File: src/rtl/pdc_pkg.sv
package pdc_pkg;

    typedef enum logic [1:0] {
        DOM_NONE    = 2'b00,
        DOM_CLIENT  = 2'b01,
        DOM_RSVD    = 2'b10,
        DOM_MANAGER = 2'b11
    } dom_rights_e;

    typedef enum logic [1:0] {
        AP_LOCKED    = 2'b00,
        AP_PRIV_ONLY = 2'b01,
        AP_USER_READ = 2'b10,
        AP_OPEN      = 2'b11
    } page_ap_e;

    localparam logic CFG_SEL_PID = 1'b0;
    localparam logic CFG_SEL_DOM = 1'b1;

endpackage

File: src/rtl/pdc_cfg_regs.sv
module pdc_cfg_regs #(
    parameter int DATA_W  = 32,
    parameter int PID_W   = 7,
    parameter int DOM_CNT = 16
) (
    input  logic                   clk,
    input  logic                   rst_n,
    input  logic                   cfg_we,
    input  logic                   cfg_sel,
    input  logic [DATA_W-1:0]      cfg_wdata,
    output logic [PID_W-1:0]       pid_q,
    output logic [2*DOM_CNT-1:0]   dacr_q
);
    import pdc_pkg::*;

    localparam int DACR_W = 2 * DOM_CNT;

    // Process identifier: taken from the top bits of the write word.
    always_ff @(posedge clk or negedge rst_n) begin
        if (!rst_n) begin
            pid_q <= '0;
        end else if (cfg_we && (cfg_sel == CFG_SEL_PID)) begin
            pid_q <= cfg_wdata[DATA_W-1 -: PID_W];
        end
    end

    // Domain rights: two bits per domain, domain 0 in the lowest pair.
    always_ff @(posedge clk or negedge rst_n) begin
        if (!rst_n) begin
            dacr_q <= '0;
        end else if (cfg_we && (cfg_sel == CFG_SEL_DOM)) begin
            dacr_q <= cfg_wdata[DACR_W-1:0];
        end
    end

endmodule

File: src/rtl/pdc_reloc.sv
module pdc_reloc #(
    parameter int ADDR_W = 32,
    parameter int PID_W  = 7
) (
    input  logic [ADDR_W-1:0] va,
    input  logic [PID_W-1:0]  pid,
    output logic [ADDR_W-1:0] mva
);
    localparam int WIN_LSB = ADDR_W - PID_W;

    logic in_window;

    // The window is the lowest slot, so adding pid * slot size is the
    // same as placing pid into the cleared upper field.
    assign in_window = (va[ADDR_W-1:WIN_LSB] == '0);

    always_comb begin
        if (in_window) begin
            mva = {pid, va[WIN_LSB-1:0]};
        end else begin
            mva = va;
        end
    end

endmodule

File: src/rtl/pdc_rights_sel.sv
module pdc_rights_sel #(
    parameter int DOM_CNT = 16,
    localparam int IDX_W  = $clog2(DOM_CNT)
) (
    input  logic [2*DOM_CNT-1:0]  dacr,
    input  logic [IDX_W-1:0]      dom_idx,
    output pdc_pkg::dom_rights_e  rights
);
    import pdc_pkg::*;

    logic [1:0] field [DOM_CNT];

    for (genvar g = 0; g < DOM_CNT; g++) begin : g_field
        assign field[g] = dacr[2*g +: 2];
    end

    assign rights = dom_rights_e'(field[dom_idx]);

endmodule

File: src/rtl/pdc_access_eval.sv
module pdc_access_eval (
    input  logic                  valid,
    input  pdc_pkg::dom_rights_e  rights,
    input  pdc_pkg::page_ap_e     ap,
    input  logic                  is_write,
    input  logic                  is_priv,
    input  logic                  sys_ovr,
    input  logic                  rom_ovr,
    output logic                  dom_fault,
    output logic                  perm_fault
);
    import pdc_pkg::*;

    logic rd_ok;
    logic wr_ok;

    // Page-level permission decode, including the global overrides.
    always_comb begin
        unique case (ap)
            AP_LOCKED: begin
                rd_ok = rom_ovr | (sys_ovr & is_priv);
                wr_ok = 1'b0;
            end
            AP_PRIV_ONLY: begin
                rd_ok = is_priv;
                wr_ok = is_priv;
            end
            AP_USER_READ: begin
                rd_ok = 1'b1;
                wr_ok = is_priv;
            end
            AP_OPEN: begin
                rd_ok = 1'b1;
                wr_ok = 1'b1;
            end
            default: begin
                rd_ok = 1'b0;
                wr_ok = 1'b0;
            end
        endcase
    end

    // Domain rights decide whether the page decode is consulted at all.
    always_comb begin
        dom_fault  = 1'b0;
        perm_fault = 1'b0;
        if (valid) begin
            unique case (rights)
                DOM_NONE, DOM_RSVD: dom_fault = 1'b1;
                DOM_CLIENT:         perm_fault = is_write ? !wr_ok : !rd_ok;
                DOM_MANAGER:        perm_fault = 1'b0;
                default:            dom_fault = 1'b1;
            endcase
        end
    end

endmodule

File: src/rtl/pid_domain_guard.sv
module pid_domain_guard #(
    parameter int ADDR_W  = 32,
    parameter int PID_W   = 7,
    parameter int DOM_CNT = 16,
    localparam int IDX_W  = $clog2(DOM_CNT)
) (
    input  logic              clk,
    input  logic              rst_n,
    input  logic              cfg_we,
    input  logic              cfg_sel,
    input  logic [ADDR_W-1:0] cfg_wdata,
    input  logic [ADDR_W-1:0] va,
    output logic [ADDR_W-1:0] mva,
    input  logic              chk_valid,
    input  logic [IDX_W-1:0]  chk_domain,
    input  logic [1:0]        chk_ap,
    input  logic              chk_write,
    input  logic              chk_priv,
    input  logic              sys_ovr,
    input  logic              rom_ovr,
    output logic              dom_fault,
    output logic              perm_fault
);
    import pdc_pkg::*;

    logic [PID_W-1:0]     pid_q;
    logic [2*DOM_CNT-1:0] dacr_q;
    dom_rights_e          sel_rights;

    pdc_cfg_regs #(
        .DATA_W  (ADDR_W),
        .PID_W   (PID_W),
        .DOM_CNT (DOM_CNT)
    ) u_regs (
        .clk       (clk),
        .rst_n     (rst_n),
        .cfg_we    (cfg_we),
        .cfg_sel   (cfg_sel),
        .cfg_wdata (cfg_wdata),
        .pid_q     (pid_q),
        .dacr_q    (dacr_q)
    );

    pdc_reloc #(
        .ADDR_W (ADDR_W),
        .PID_W  (PID_W)
    ) u_reloc (
        .va  (va),
        .pid (pid_q),
        .mva (mva)
    );

    pdc_rights_sel #(
        .DOM_CNT (DOM_CNT)
    ) u_rsel (
        .dacr    (dacr_q),
        .dom_idx (chk_domain),
        .rights  (sel_rights)
    );

    pdc_access_eval u_eval (
        .valid      (chk_valid),
        .rights     (sel_rights),
        .ap         (page_ap_e'(chk_ap)),
        .is_write   (chk_write),
        .is_priv    (chk_priv),
        .sys_ovr    (sys_ovr),
        .rom_ovr    (rom_ovr),
        .dom_fault  (dom_fault),
        .perm_fault (perm_fault)
    );

endmodule

File: config.mk
export PLATFORM = sky130hd
export DESIGN_NAME = pid_domain_guard
export DESIGN_NICKNAME = d
export VERILOG_FILES = /design/src/rtl/pdc_pkg.sv /design/src/rtl/pdc_cfg_regs.sv /design/src/rtl/pdc_reloc.sv /design/src/rtl/pdc_rights_sel.sv /design/src/rtl/pdc_access_eval.sv /design/src/rtl/pid_domain_guard.sv
export SDC_FILE = /design/constraint.sdc
export NUM_CORES = 1
export LEC_CHECK = 0
export ABC_AREA = 0
export CAP_MARGIN = 15
export CORE_MARGIN = 5
export CORE_UTILIZATION = 40
export DETAILED_ROUTE_END_ITERATION = 10
export PLACE_DENSITY = 0.85
export SETUP_SLACK_MARGIN = 0.5
export SLEW_MARGIN = 40
export SYNTH_ARGS = -nofsm -noshare
export SYNTH_HDL_FRONTEND = slang
export SYNTH_HIERARCHICAL = 1
export SYNTH_SLANG_ARGS = --single-unit
File: constraint.sdc
create_clock -name clk -period 2.18 [get_ports clk]
set_input_delay 0.436 -clock clk [delete_from_list [all_inputs] [get_ports clk]]
set_output_delay 0.436 -clock clk [all_outputs]
set_load 0.01 [all_outputs]
-- Word-level counts from Yosys, hierarchy flattened
Index checks and enable logic that the tools add are counted.
- order comparisons: 1
- equal/unequal tests: 5
- multiplexer cells: 11
- bitwise logic cells: 4
- reductions and logical operators: 10
- operator list (cell ; number):
    $mux W32 ; 1
    $bmux W2 S4 ; 1
    $logic_not A7 Y1 ; 1
    $eq A2 B2 Y1 const B ; 3
    $pmux W1 S3 ; 2
    $reduce_or A2 Y1 ; 3
    $ge A5 B5 Y1 const B ; 1
    $mux W1 ; 5
    $not A4 Y5 ; 1
    $eq A2 B1 Y1 const B ; 2
    $logic_not A2 Y1 ; 2
    $mux W2 ; 2
    $logic_and A1 B1 Y1 ; 2
    $logic_not A1 Y1 ; 2
    $and A1 B1 Y1 ; 1
    $not A1 Y1 ; 1
    $or A1 B1 Y1 ; 1
- register bits after elaboration: 39
- input port bits: 79
- output and inout port bits: 34
- word-level logic and storage cells: 33

-- Depth between registers and ports, before layout
- depth in word-level cells: 8
- depth in mapped cells: 6
- gate-level depth less buffers: 5

-- By module
Netlist, hierarchy kept.
- by module, submodules not included (module ; times used ; cells an instance ; area an instance (µm²) ; sequential area each (µm²)):
    pdc_cfg_regs ; 1 ; 84 ; 1466.4 ; 975.9
    pdc_reloc ; 1 ; 43 ; 311.5 ; 0.0
    pdc_rights_sel ; 1 ; 21 ; 269.0 ; 0.0
    pdc_access_eval ; 1 ; 15 ; 116.4 ; 0.0

-- Worst setup path before layout
No wires, ideal clock.
- path type: input-to-output
- start point: input port chk_domain[0]
- end point: output port perm_fault
- arrival time: 1.757 ns
- data required time: 1.744 ns
- slack: -0.013 ns
- stages on the path: 5
- buffers on the path: 1
- cells stage by stage: buf_6 > mux4_2 > a22oi_1 > nand3_1 > nor4_1
- cells in the longest elaborated chain, start to end: 7
- ends and longest elaborated chain (item ; line ; source):
    start: declaration ; pid_domain_guard.sv:15 ; input logic [IDX_W-1:0] chk_domain,
    $not A4 Y5 (not written as such) ; pdc_rights_sel.sv:17 ; assign rights = dom_rights_e'(field[dom_idx]);
    $bmux W2 S4 ; pdc_rights_sel.sv:17 ;
    $mux W2 (not written as such) (2 in a row) ; pdc_rights_sel.sv:17 ;
    named net sel_rights[1] ; pid_domain_guard.sv:28 ; dom_rights_e sel_rights;
    $eq A2 B1 Y1 ; pdc_access_eval.sv:48 ; unique case (rights)
    $mux W1 ; pdc_access_eval.sv:48 ;
    $mux W1 ; pdc_access_eval.sv:47 ; if (valid) begin
    end: declaration ; pid_domain_guard.sv:22 ; output logic perm_fault
The timed path passes the listed nets, and every way through them passes these cells. The select of a mux whose other input is x is not followed.

-- Worst setup path in the final report
- start point: register u_regs.dacr_q[6]
- end point: output port perm_fault
- cells in the longest elaborated chain, start to end: 6
- ends and longest elaborated chain (item ; line ; source):
    start: declaration ; pdc_cfg_regs.sv:12 ; output logic [2*DOM_CNT-1:0] dacr_q
    start signal: assignment ; pdc_cfg_regs.sv:32 ; dacr_q <= cfg_wdata[DACR_W-1:0];
    $bmux W2 S4 ; pdc_rights_sel.sv:17 ;
    $mux W2 (not written as such) (2 in a row) ; pdc_rights_sel.sv:17 ;
    named net sel_rights[0] ; pid_domain_guard.sv:28 ;
    $eq A2 B1 Y1 ; pdc_access_eval.sv:48 ;
    $mux W1 ; pdc_access_eval.sv:48 ;
    $mux W1 ; pdc_access_eval.sv:47 ;
The timed path passes the listed nets, and every way through them passes these cells. The select of a mux whose other input is x is not followed.

==> flow_summary.ini <==
[synthesis]
netlist_instances = 163
yosys_register_bits = 39
synth-compound-area-share_pct = 4.57
async_flop_share_pct = 100
avgSynthCellArea_um2 = 13.3
netlist_top_cells_area = dfrtp_1 45%, mux2_1 20%, buf_4 8.7%
synth_mux_area_share_pct = 29.3
synth_nets = 246
synth_top_family_by_area = multiplexers
yosysTopAreaCell = dfrtp_1
syn-cell-area_mm2 = 0.00216
synth_common_cells = 39 x dfrtp_1, 39 x mux2_1, 25 x buf_4
yosys_most_used_dff = dfrtp_1
seq_area_frac_synth_pct = 45.1
synth-simple-area-share_pct = 6.30
synthDistinctLibCells = 26
synth_top_area_share_pct = 45.1
yosys_warnings = 6
synthAdderAreaFrac_pct = 2.31
synth-xor-area-share_pct = 0
synth_edf_count = 0

[sta]
rsz0062_at_grt = yes
relSlewSlack_pct = 67.8
drv_slew = 0
setup_slack_ps = -72.3
worstMarginPinSlew_ps = 483
fin_skew_ps = 0
fin_crit_sh_pct = 103
setup_violations = 2
hold_viol = 0
max_freq_mhz = 444
layout_min_cycle_time_ps = 2250

[clock_tree]
path_clk_slew_ps = 80
htreeDepth = 2
cts_buffer_depth = 2
tritoncts = done
clkLatencyLatePin_ps = 290
clockRootBuffer = clkbuf_8
holdBufCountCts = 0
cts_sinks = 39
cts_inserted_buffers = 5

[floorplanning]
fp.coreArea_mm2 = 0.00517
io_pins = 113
initial_core_util_pct = 41.8
die_h_um = 83.5
dieWidth_um = 83.5
rows = 26
dieArea_mm2 = 0.00698

[routing]
drt_iter0_drc = 47
drc = 0
detail-route-antenna-nets = 0
vias_per_cell = 4.96
drt-total-wl_mm = 4.75
dr_total_vias = 1438
drt_pass1_iterations = 4
wl_per_cell_um = 16.4

[power_and_ir_drop]
total_power_mw = 2.00
cellPowerDensity_mw_per_mm2 = 671
vdd_drop_max_v = 0.000375
leakage_nw = 1.31

[global_route]
grt-ovfl-total = 0
antenna_found_initial = 0
grt_pass1_wl_mm = 7.77
grt_pass1_vias = 1617
grt_max_degree = 40
track_usage_pct = 13.8

[setup_path]
setup.worst_path.end_class = output pin
crit_chain = mux4_2 > a22oi_2 > nand3_2 > buf_6 > nand3_4 > nor4_4 > buf_2
critPathMaxFanout = 2
rr_startpoint = u_regs/dacr_q[5]$_DFFE_PN0P_
cp-startpoint = u_regs/dacr_q[6]$_DFFE_PN0P_
cp.required_ps = 1740
cp.arrival_ps = 1820
crit_slowest_cell = mux4_2
worst_path_largest_cell_delay_ps = 470
worst_setup_path_start_kind = flip-flop
cpLargestDelayFamily = multiplexers
critPathBufInv = 2
critPathKind = reg2out

[final_layout]
drive_gt1_share_pct = 30.5
fin_util_pct = 57.5
final_nets = 302
antenna_cells = 0
areaGrowthSynthToFinish_pct = 37.5
fin_area_mm2 = 0.00297
final_cells = 290

[placed_design]
placed_cells = 276
placed_area_mm2 = 0.00276
port_buffers = 62
dpl.hpwl_mm = 3.72
globalplace.congestion = 0.781

[status]
status = complete, but fails checks
violations = setup timing

[min_path]
hp-class = in2async

[flow_run]
max_cap_viol_count = 0
## cell families after synthesis
group,Yosys count
AOI/OAI and AO/OA,11
muxes,47
DFF,39
and+or+nand+nor,24
adders and majority gates,4
buffers and inverters,38
## power breakdown
group	internal (mW)	switching (mW)	leakage (nW)
Clock	0.457	0.244	0.0654
Combinational	0.256	0.150	0.789
Sequential	0.830	0.0586	0.458
Total	1.54	0.453	1.31
## area by class of cell
type,instances,area [um2]
sequential,39,976
inverter,7,26.3
clock buffer,6,72.6
fill,414,2200
clock inverter,2,60.1
timing repair buffer,80,736
tap,70,87.6
multi-input combinational,86,1020
## through the flow
step / hold WS (ps) / setup slack, ps / setup TNS, ps
floorplan: 140 / 231 / 0
global placement: 469 / -873 / -3130
detailed placement: 479 / -901 / -3380
CTS: 275 / -157 / -225
global route: 132 / -170 / -333
finish: 96.2 / -72.3 / -140
## per-layer routing
metal	up-vias	wire, um	track usage, %
met2	53	2380	23.0
met5	-	0	0
met3	24	334	4.84
met1	683	1910	16.4
met4	0	121	5.26
li1	678	-	-
## cell usage in the layout, fill, tap and decap left out, types with 2 or more instances in the layout
master            n
nor2_2            3
nor2b_2           2
clkdlybuf4s50_1  39
buf_6             5
nand3_2           2
nand3_1           2
mux4_2            4
a22oi_2           2
nor4_4            2
inv_1             7
bufinv_16         2
dfrtp_1          39
dlymetal6s2s_1    2
clkbuf_8          5
buf_12            2
a31o_1            3
mux4_1            4
nor2_1            3
buf_2            12
mux2_1           39
nand2_1           3
buf_4            14
a41o_1            3
ha_1              3
dlygate4sd2_1     2
## registers in the layout (all words and copies together) (netlist names)
register       cells
u_regs/pid_q       7
u_regs/dacr_q     32
## timing repair
action / 4_1_cts / 5_1_grt
setup endpoints to repair: 9 / 9
buffers inserted: 6 / 0
pin swaps: 11 / 6
resized for setup: 81 / 16
## worst paths after layout
| kind | slack, ps | end | cells after the start |
|---|---|---|---|
| worst min register to register | 490 | u_regs/dacr_q[28]$_DFFE_PN0P_ | 1 |
| max in group asynchronous | 1730 | u_regs/dacr_q[27]$_DFFE_PN0P_ | 1 |
| worst max-delay path | -70 | perm_fault | 7 |
| worst min-delay path | 100 | u_regs/dacr_q[7]$_DFFE_PN0P_ | 1 |
| min in group clk | 490 | u_regs/dacr_q[28]$_DFFE_PN0P_ | 1 |
| worst max register to register | 1360 | u_regs/dacr_q[5]$_DFFE_PN0P_ | 1 |
(Power assumes the default switching activity.)
